**src/rtl/rsq_pkg.sv**
```systemverilog
package rsq_pkg;
   // oscillator kind selects which column of the delay table applies
   typedef enum logic {
      CLK_RC   = 1'b0,
      CLK_XTAL = 1'b1
   } clk_kind_e;

   localparam int unsigned SUT_CODES = 4;
endpackage

```
**src/rtl/rsq_pin_filter.sv**
```systemverilog
module rsq_pin_filter #(
   parameter int unsigned SYNC_STAGES = 2,
   parameter int unsigned LOW_CYCLES  = 2
) (
   input  logic clk_i,
   input  logic por_i,
   input  logic pin_raw_i,
   output logic low_qual_o
);
   localparam int unsigned LCW = $clog2(LOW_CYCLES + 1);

   logic [SYNC_STAGES-1:0] sync_q;
   logic [LCW-1:0]         low_cnt_q;
   logic                   pin_sync;

   generate
      if (SYNC_STAGES < 2) begin : g_bad_sync
         $error("rsq_pin_filter: SYNC_STAGES must be at least 2");
      end
      if (LOW_CYCLES < 1) begin : g_bad_low
         $error("rsq_pin_filter: LOW_CYCLES must be at least 1");
      end
      for (genvar s = 0; s < SYNC_STAGES; s++) begin : g_sync
         if (s == 0) begin : g_first
            always_ff @(posedge clk_i) begin
               if (por_i) sync_q[0] <= 1'b1;
               else       sync_q[0] <= pin_raw_i;
            end
         end else begin : g_next
            always_ff @(posedge clk_i) begin
               if (por_i) sync_q[s] <= 1'b1;
               else       sync_q[s] <= sync_q[s-1];
            end
         end
      end
   endgenerate

   assign pin_sync = sync_q[SYNC_STAGES-1];

   // saturating run-length count of synchronized low samples
   always_ff @(posedge clk_i) begin
      if (por_i || pin_sync) begin
         low_cnt_q <= '0;
      end else if (low_cnt_q != LCW'(LOW_CYCLES)) begin
         low_cnt_q <= low_cnt_q + 1'b1;
      end
   end

   assign low_qual_o = (low_cnt_q == LCW'(LOW_CYCLES));
endmodule

```
**src/rtl/rsq_timer.sv**
```systemverilog
module rsq_timer #(
   parameter int unsigned CNT_W = 15
) (
   input  logic             clk_i,
   input  logic             por_i,
   input  logic             tick_i,
   input  logic             cause_i,
   input  logic [CNT_W-1:0] load_i,
   output logic             busy_o
);
   logic [CNT_W-1:0] cnt_q;

   always_ff @(posedge clk_i) begin
      if (por_i || cause_i) begin
         cnt_q <= load_i;
      end else if (tick_i && (cnt_q != '0)) begin
         cnt_q <= cnt_q - 1'b1;
      end
   end

   assign busy_o = (cnt_q != '0);
endmodule

```
**src/rtl/rsq_top.sv**
```systemverilog
module rsq_top
   import rsq_pkg::*;
#(
   parameter int unsigned CNT_W       = 15,
   parameter int unsigned SYNC_STAGES = 2,
   parameter int unsigned LOW_CYCLES  = 2,
   parameter int unsigned RC_DLY [SUT_CODES] = '{16, 512, 1024, 4096},
   parameter int unsigned XT_DLY [SUT_CODES] = '{1024, 2048, 4096, 16384}
) (
   input  logic       clk_i,
   input  logic       por_i,
   input  logic       tick_us_i,
   input  logic       bod_low_i,
   input  logic       bod_en_i,
   input  logic       pin_rst_en_i,
   input  logic [1:0] sut_i,
   input  logic       xtal_sel_i,
   input  logic       pin_raw_i,
   output logic       rst_o,
   output logic       pin_is_reset_o,
   output logic       isp_req_o
);
   localparam longint unsigned CNT_LIMIT = 64'd1 << CNT_W;

   generate
      for (genvar i = 0; i < SUT_CODES; i++) begin : g_chk_dly
         if (RC_DLY[i] == 0 || RC_DLY[i] >= CNT_LIMIT) begin : g_bad_rc
            $error("rsq_top: RC delay entry out of counter range");
         end
         if (XT_DLY[i] == 0 || XT_DLY[i] >= CNT_LIMIT) begin : g_bad_xt
            $error("rsq_top: crystal delay entry out of counter range");
         end
      end
   endgenerate

   logic             powerup_q;
   logic             pin_en_q;
   logic             pin_low_q;
   logic             pin_mode;
   logic             bod_cause;
   logic             pin_cause;
   logic             cause_any;
   logic             busy;
   logic [CNT_W-1:0] load_val;
   clk_kind_e        clk_kind;

   assign clk_kind = clk_kind_e'(xtal_sel_i);

   always_comb begin
      if (clk_kind == CLK_XTAL) load_val = CNT_W'(XT_DLY[sut_i]);
      else                      load_val = CNT_W'(RC_DLY[sut_i]);
   end

   rsq_pin_filter #(
      .SYNC_STAGES (SYNC_STAGES),
      .LOW_CYCLES  (LOW_CYCLES)
   ) i_pin_filter (
      .clk_i      (clk_i),
      .por_i      (por_i),
      .pin_raw_i  (pin_raw_i),
      .low_qual_o (pin_low_q)
   );

   assign pin_mode  = powerup_q | pin_en_q;
   assign pin_cause = pin_mode & pin_low_q;
   assign bod_cause = bod_en_i & bod_low_i;
   assign cause_any = bod_cause | pin_cause;

   rsq_timer #(
      .CNT_W (CNT_W)
   ) i_timer (
      .clk_i   (clk_i),
      .por_i   (por_i),
      .tick_i  (tick_us_i),
      .cause_i (cause_any),
      .load_i  (load_val),
      .busy_o  (busy)
   );

   // power-up phase ends with the first full release; enable bit is sampled under reset only
   always_ff @(posedge clk_i) begin
      if (por_i) begin
         powerup_q <= 1'b1;
         pin_en_q  <= pin_rst_en_i;
      end else begin
         if (rst_o)                  pin_en_q  <= pin_rst_en_i;
         if (!cause_any && !busy)    powerup_q <= 1'b0;
      end
   end

   assign rst_o          = por_i | cause_any | busy;
   assign pin_is_reset_o = pin_mode;
   assign isp_req_o      = pin_low_q & pin_mode;
endmodule

```
**config.mk**
```make
export PLATFORM = sky130hd
export DESIGN_NAME = rsq_top
export DESIGN_NICKNAME = d
export VERILOG_FILES = /design/src/rtl/rsq_pkg.sv /design/src/rtl/rsq_pin_filter.sv /design/src/rtl/rsq_timer.sv /design/src/rtl/rsq_top.sv
export SDC_FILE = /design/constraint.sdc
export NUM_CORES = 1
export LEC_CHECK = 0
export ABC_AREA = 1
export BUFFER_PORTS_ARGS = -buffer_cell sky130_fd_sc_hd__buf_4
export CORE_MARGIN = 3
export CORE_UTILIZATION = 61
export CTS_BUF_LIST = sky130_fd_sc_hd__clkbuf_4
export DETAILED_ROUTE_END_ITERATION = 16
export GPL_TIMING_DRIVEN = 0
export PLACE_DENSITY = 0.8
export SLEW_MARGIN = 0
export SYNTH_ARGS = -nofsm -noshare
export SYNTH_HDL_FRONTEND = slang
export SYNTH_SLANG_ARGS = --single-unit
```
**constraint.sdc**
```tcl
create_clock -name clk_i -period 2 [get_ports clk_i]
set_input_delay 0.3 -clock clk_i [delete_from_list [all_inputs] [get_ports clk_i]]
set_output_delay 0.3 -clock clk_i [all_outputs]
set_load 0.01 [all_outputs]
```
* After elaboration in Yosys (flattened, before gate mapping) *
Index checks and enable logic that the tools add are counted.

word-level totals
  logic and storage cells = 38
  bits of input ports = 10
  register bits after elaboration = 21
  output and inout port bits = 3

operators by class
  add/subtract/negate cells = 2
  equality and inequality tests = 2
  reductions and logical operators = 9
  order comparisons = 1
  mux-type cells = 11
  bitwise gates (word level) = 7

operators by type and width
  kind                                                                   count
  32-bit binary-select mux with 2-bit select                             2
  15-bit 2-to-1 mux                                                      7
  15-bit nonzero test                                                    1
  15-bit by 1-bit subtractor with 15-bit output (second input constant)  1
  1-bit bitwise OR                                                       4
  2-bit nonzero test                                                     2
  3-bit greater-or-equal comparator (second input constant)              1
  2-bit inverter with 3-bit output                                       1
  2-bit by 1-bit adder with 2-bit output (second input constant)         1
  1-bit AND                                                              2
  2-bit == test (second input constant)                                  1
  1-bit logical AND                                                      2
  1-bit zero test                                                        2
  1-bit logical OR                                                       2
  1-bit 2-to-1 mux                                                       2
  2-bit != test (second input constant)                                  1

* Depth between registers and ports, before layout *
  word-level depth = 7
  mapped depth = 9
  gate-level depth less buffers = 9

* Hierarchy *
A second synthesis with hierarchy kept.

unflattened totals
  cells, all modules = 182
  area total of the unflattened synthesis = 1,375.1 µm²

by module, submodules not included
  module          times used  seq. area each (µm²)  area an instance (µm²)  cells each
  rsq_timer       1           450.4                 1,036.0                 135
  rsq_pin_filter  1           80.1                  170.2                   20
  rsq_top         1           50.0                  168.9                   27

* Least setup slack after synthesis *
No wires, ideal clock.

  kind = register -> register
  start point = register i_pin_filter.low_cnt_q[0]
  end point = register i_timer.cnt_q[0] (enable)
  setup slack = 0.436 ns
  data required time = 1.658 ns
  period minus slack after synthesis = 1.564 ns
  library setup time = 0.342 ns
  buffers on the path = 0
  cell stages (with the launch flop) = 8
  arrival = 1.223 ns
  path through = dfxtp_1 inv_1 ha_1 inv_2 nor2_4 nor2_4 nand4_2 nor2b_4

on the way
  longest elaborated chain between the ends = 5

ends and longest elaborated chain
  element                              RTL line              source
  start, declared                      rsq_pin_filter.sv:13  logic [LCW-1:0] low_cnt_q;
  start signal, assigned               rsq_pin_filter.sv:45  low_cnt_q <= low_cnt_q + 1'b1;
  2-bit == test                        rsq_pin_filter.sv:49  assign low_qual_o = (low_cnt_q == LCW'(LOW_CYCLES));
  1-bit AND                            -
  net isp_req_o                        rsq_top.sv:21         output logic isp_req_o
  1-bit bitwise OR                     rsq_top.sv:67         assign cause_any = bod_cause | pin_cause;
  1-bit logical OR                     rsq_timer.sv:14       if (por_i || cause_i) begin
  2-bit nonzero test (no source line)  -
  end signal, assigned                 rsq_timer.sv:15       cnt_q <= load_i;
  end signal, assigned                 rsq_timer.sv:17       cnt_q <= cnt_q - 1'b1;
  end, declared                        rsq_timer.sv:11       logic [CNT_W-1:0] cnt_q;

The timed path passes the listed nets, and every way through them passes these cells.
A chain may end at the register's enable or synchronous reset.

* Worst setup path in the final report *
  start point = register i_timer.cnt_q[5]
  end point = output port rst_o

on the way
  longest elaborated chain between the ends = 2

ends and longest elaborated chain
  element              RTL line         source
  15-bit nonzero test  rsq_timer.sv:21  assign busy_o = (cnt_q != '0);
  1-bit bitwise OR     rsq_top.sv:91    assign rst_o = por_i | cause_any | busy;
  end, declared        rsq_top.sv:19    output logic rst_o,

Every way passes these cells.

==> qor.csv <==
stage,metric,value,unit
clock_network,# hold bufs at CTS,0,
finish,number of diodes,0,
synthesis,largest family of logic cells by synthesized area,simple AND/OR/NAND/NOR gates,
critical_path,"Req. time, crit path",1700,ps
synthesis,adder-cell share of the synthesized area,0.0179,
synthesis,Post-Syn Area per Cell,8.41,um^2
clock_network,Clock Pin Slew Worst Setup and Hold Paths,120,ps
critical_path,Startpoint Class,flop,
critical_path,Reg2Reg Setup Slack,250,ps
critical_path,Worst EP arrival,1630,ps
synthesis,synth warn,0,
run,Max-Cap Viols,0,
sta,Period minus WS final,1930,ps
clock_network,Clock Sinks,21,
finish,fraction of layout instances using a drive strength above 1,0.332,
sta,Worst Clk Skew,3.80,ps
grt,largest net degree at the start of global routing,16,
floorplan,Starting Density,0.677,
detailed_routing,Routed Wire Length,2.76,mm
clock_network,CTS root buf,clkbuf_4,
floorplan,Core ar.,2060,um^2
pwr,Worst VDD drop,0.000663,V
grt,total congestion overflow,0,
sta,worst-margin pin slew,444,ps
clock_network,CTS H-tree depth,1,
finish,Finished Layout Cells,214,
synthesis,mux contribution to synthesized area,0,
sta,max_slew headroom,0.703,
synthesis,top post-synthesis cells by area,"edfxtp_1 34%, nand2_1 9.4%, dfxtp_1 7.2%",
clock_network,clk buf depth,2,
placed_design,Placed Instances,205,
synthesis,post-synthesis cell type count,31,
grt,initial antenna violation count,0,
critical_path,CP Capture Type,output port,
synthesis,post-synthesis cell count,166,
synthesis,sequential share of the synthesized area,0.416,
grt,gr usage total,0.215,
sta,Fin Hold WS,168,ps
synthesis,Synth Area in Simple Gates,0.403,
synthesis,"Async S/R FF share, synth",0,
synthesis,synth cell count leaders,"35 x nand2_1, 22 x nor2_1, 20 x inv_1",
sta,achievable clock frequency,518,MHz
placed_design,pre-CTS setup slack,291,ps
clock_network,number of buffers created by CTS,3,
critical_path,worst setup path category,reg2out,
floorplan,die width,53.8,um
detailed_routing,DR pass1 iterations,4,
placed_design,Port Buffers,12,
sta,# setup viols final,0,
clock_network,"Clk Latency, worst-skew pair",310,ps
placed_design,routability cong.,0.847,
detailed_routing,Final ANT Viol Nets,0,
sta,crit share post-route,0.965,
detailed_routing,vias per cell,5.20,
sta,"Slew Viols, Final",0,
floorplan,Die Ht,53.8,um
synthesis,top cell type's share of synthesized area,0.344,
synthesis,dominant cell type by area after synthesis,edfxtp_1,
floorplan,# rows,16,
detailed_routing,routed len/inst,12.9,um
synthesis,Synth Area in Compound Gates,0.0717,
status,status,"finished, final reports clean",
sta,setup slack after layout,70.8,ps
synthesis,top-count cell post-synth,nand2_1,
finish,final layout net count,200,
synthesis,register bit total from synthesis,21,
detailed_routing,via count,1113,
sta,setup TNS,0,ps
finish,Synth-to-Final Area Change,15.5,%
synthesis,Syn Std Cell Area,1400,um^2
floorplan,die area,2900,um^2
detailed_routing,drt drc,0,
placed_design,post-detail-place hpwl,2.05,mm
grt,first-pass GRT wire length,4.40,mm
pwr,P per Cell Area,746,nW/um^2
synthesis,Post-Syn Nets,178,
grt,vias in the first global route,1012,
floorplan,I/O pin total,13,
detailed_routing,drt initial violations,33,
synthesis,Post-synth EDFFs,16,
synthesis,Main synth FF type,edfxtp_1,
pwr,Leak,0.724,nW
synthesis,Post-Synth XOR/XNOR Area,0.00627,
sta,"Hold Vio Cnt, Final",0,
critical_path,worst-path maximum fanout,4,
worst_hold_path,Hold Path Class,in2reg,
clock_network,CTS tree,done,
pwr,Pwr Total,1.20,mW
-- logic make-up after synthesis --
logic type | Yosys count
buf+inv | 26
simple gates | 102
flops | 21
compound gates | 14
xor+xnor | 1
fa+ha+maj | 2
-- layout by cell type, fill, tap and decap left out, types with 2 or more instances in the layout --
cell type | Yosys | routed
a21oi_1 | 3 | 3
a21oi_2 | 4 | 4
buf_4 | 0 | 17
clkbuf_4 | 0 | 4
dfxtp_1 | 5 | 5
edfxtp_1 | 16 | 16
inv_1 | 20 | 19
inv_2 | 3 | 4
nand2_1 | 35 | 35
nand2_2 | 4 | 4
nand3_1 | 14 | 14
nand3_2 | 3 | 2
nand4_2 | 2 | 2
nor2_1 | 22 | 22
nor2_2 | 4 | 3
nor2_4 | 6 | 7
nor2b_4 | 2 | 2
o21ai_0 | 2 | 2
o21ai_2 | 2 | 2
or2_1 | 2 | 2
or2_2 | 4 | 4
-- timing repair --
item                       CTS  global route
setup endpoints to repair    1             1
buffers inserted             0             5
pin swaps                    0             1
gates resized for setup      1             4
-- cell type report --
type	instances	area, um^2
Tap cell	27	33.8
Inverter	24	92.6
Timing Repair Buffer	17	128
Fill cell	146	449
Buffer	2	26.3
Clock buffer	4	30.0
Sequential cell	21	581
Multi-Input combinational cell	119	722
-- metal layers --
layer / up-vias / wire [um] / global-route usage
met3: 10 / 65 / 0.0277
met1: 507 / 1270 / 0.282
met5: - / 0 / 0
met2: 20 / 1360 / 0.351
li1: 576 / - / -
met4: 0 / 58 / 0.0979
-- per-stage QoR --
| step | utilization | instance area (um^2) |
|---|---|---|
| after CTS | 0.753 | 1550 |
| final | 0.782 | 1610 |
| after global routing | 0.782 | 1610 |
| after detailed placement | 0.737 | 1520 |
| after global placement | 0.737 | 1520 |
| after floorplan | - | 1400 |
-- worst paths after layout --
check / cells past startpoint / from / end
worst max register to register: 7 / i_timer.cnt_q[0] / i_timer.cnt_q[8]
worst min register to register: 1 / i_pin_filter.sync_q[0] / i_pin_filter.pin_sync
worst max-delay path: 7 / i_timer.cnt_q[5] / rst_o
worst min-delay path: 1 / pin_rst_en_i / pin_en_q
-- sequential cells by signal, summed over array words and instances, names as in the netlist --
register / cells
pin_en_q: 1
i_timer.cnt_q: 15
i_pin_filter.low_cnt_q: 2
i_pin_filter.sync_q: 1
i_pin_filter.pin_sync: 1
powerup_q: 1
-- worst max-delay path: stages, from the launching register on --
cell and delay, ps:
edfxtp_1 500, nor2_4 200, nand3_4 110, nor2_4 130, nand2_2 80, nor2_4 90
nand3_1 70, buf_4 140
-- power by group --
| group | switching, mW | total, mW | internal, mW |
|---|---|---|---|
| registers | 0.0537 | 0.586 | 0.532 |
| clock network | 0.132 | 0.224 | 0.0914 |
| logic | 0.242 | 0.393 | 0.151 |
| total | 0.428 | 1.20 | 0.774 |
No activity file was read; power rests on OpenSTA's default activity.
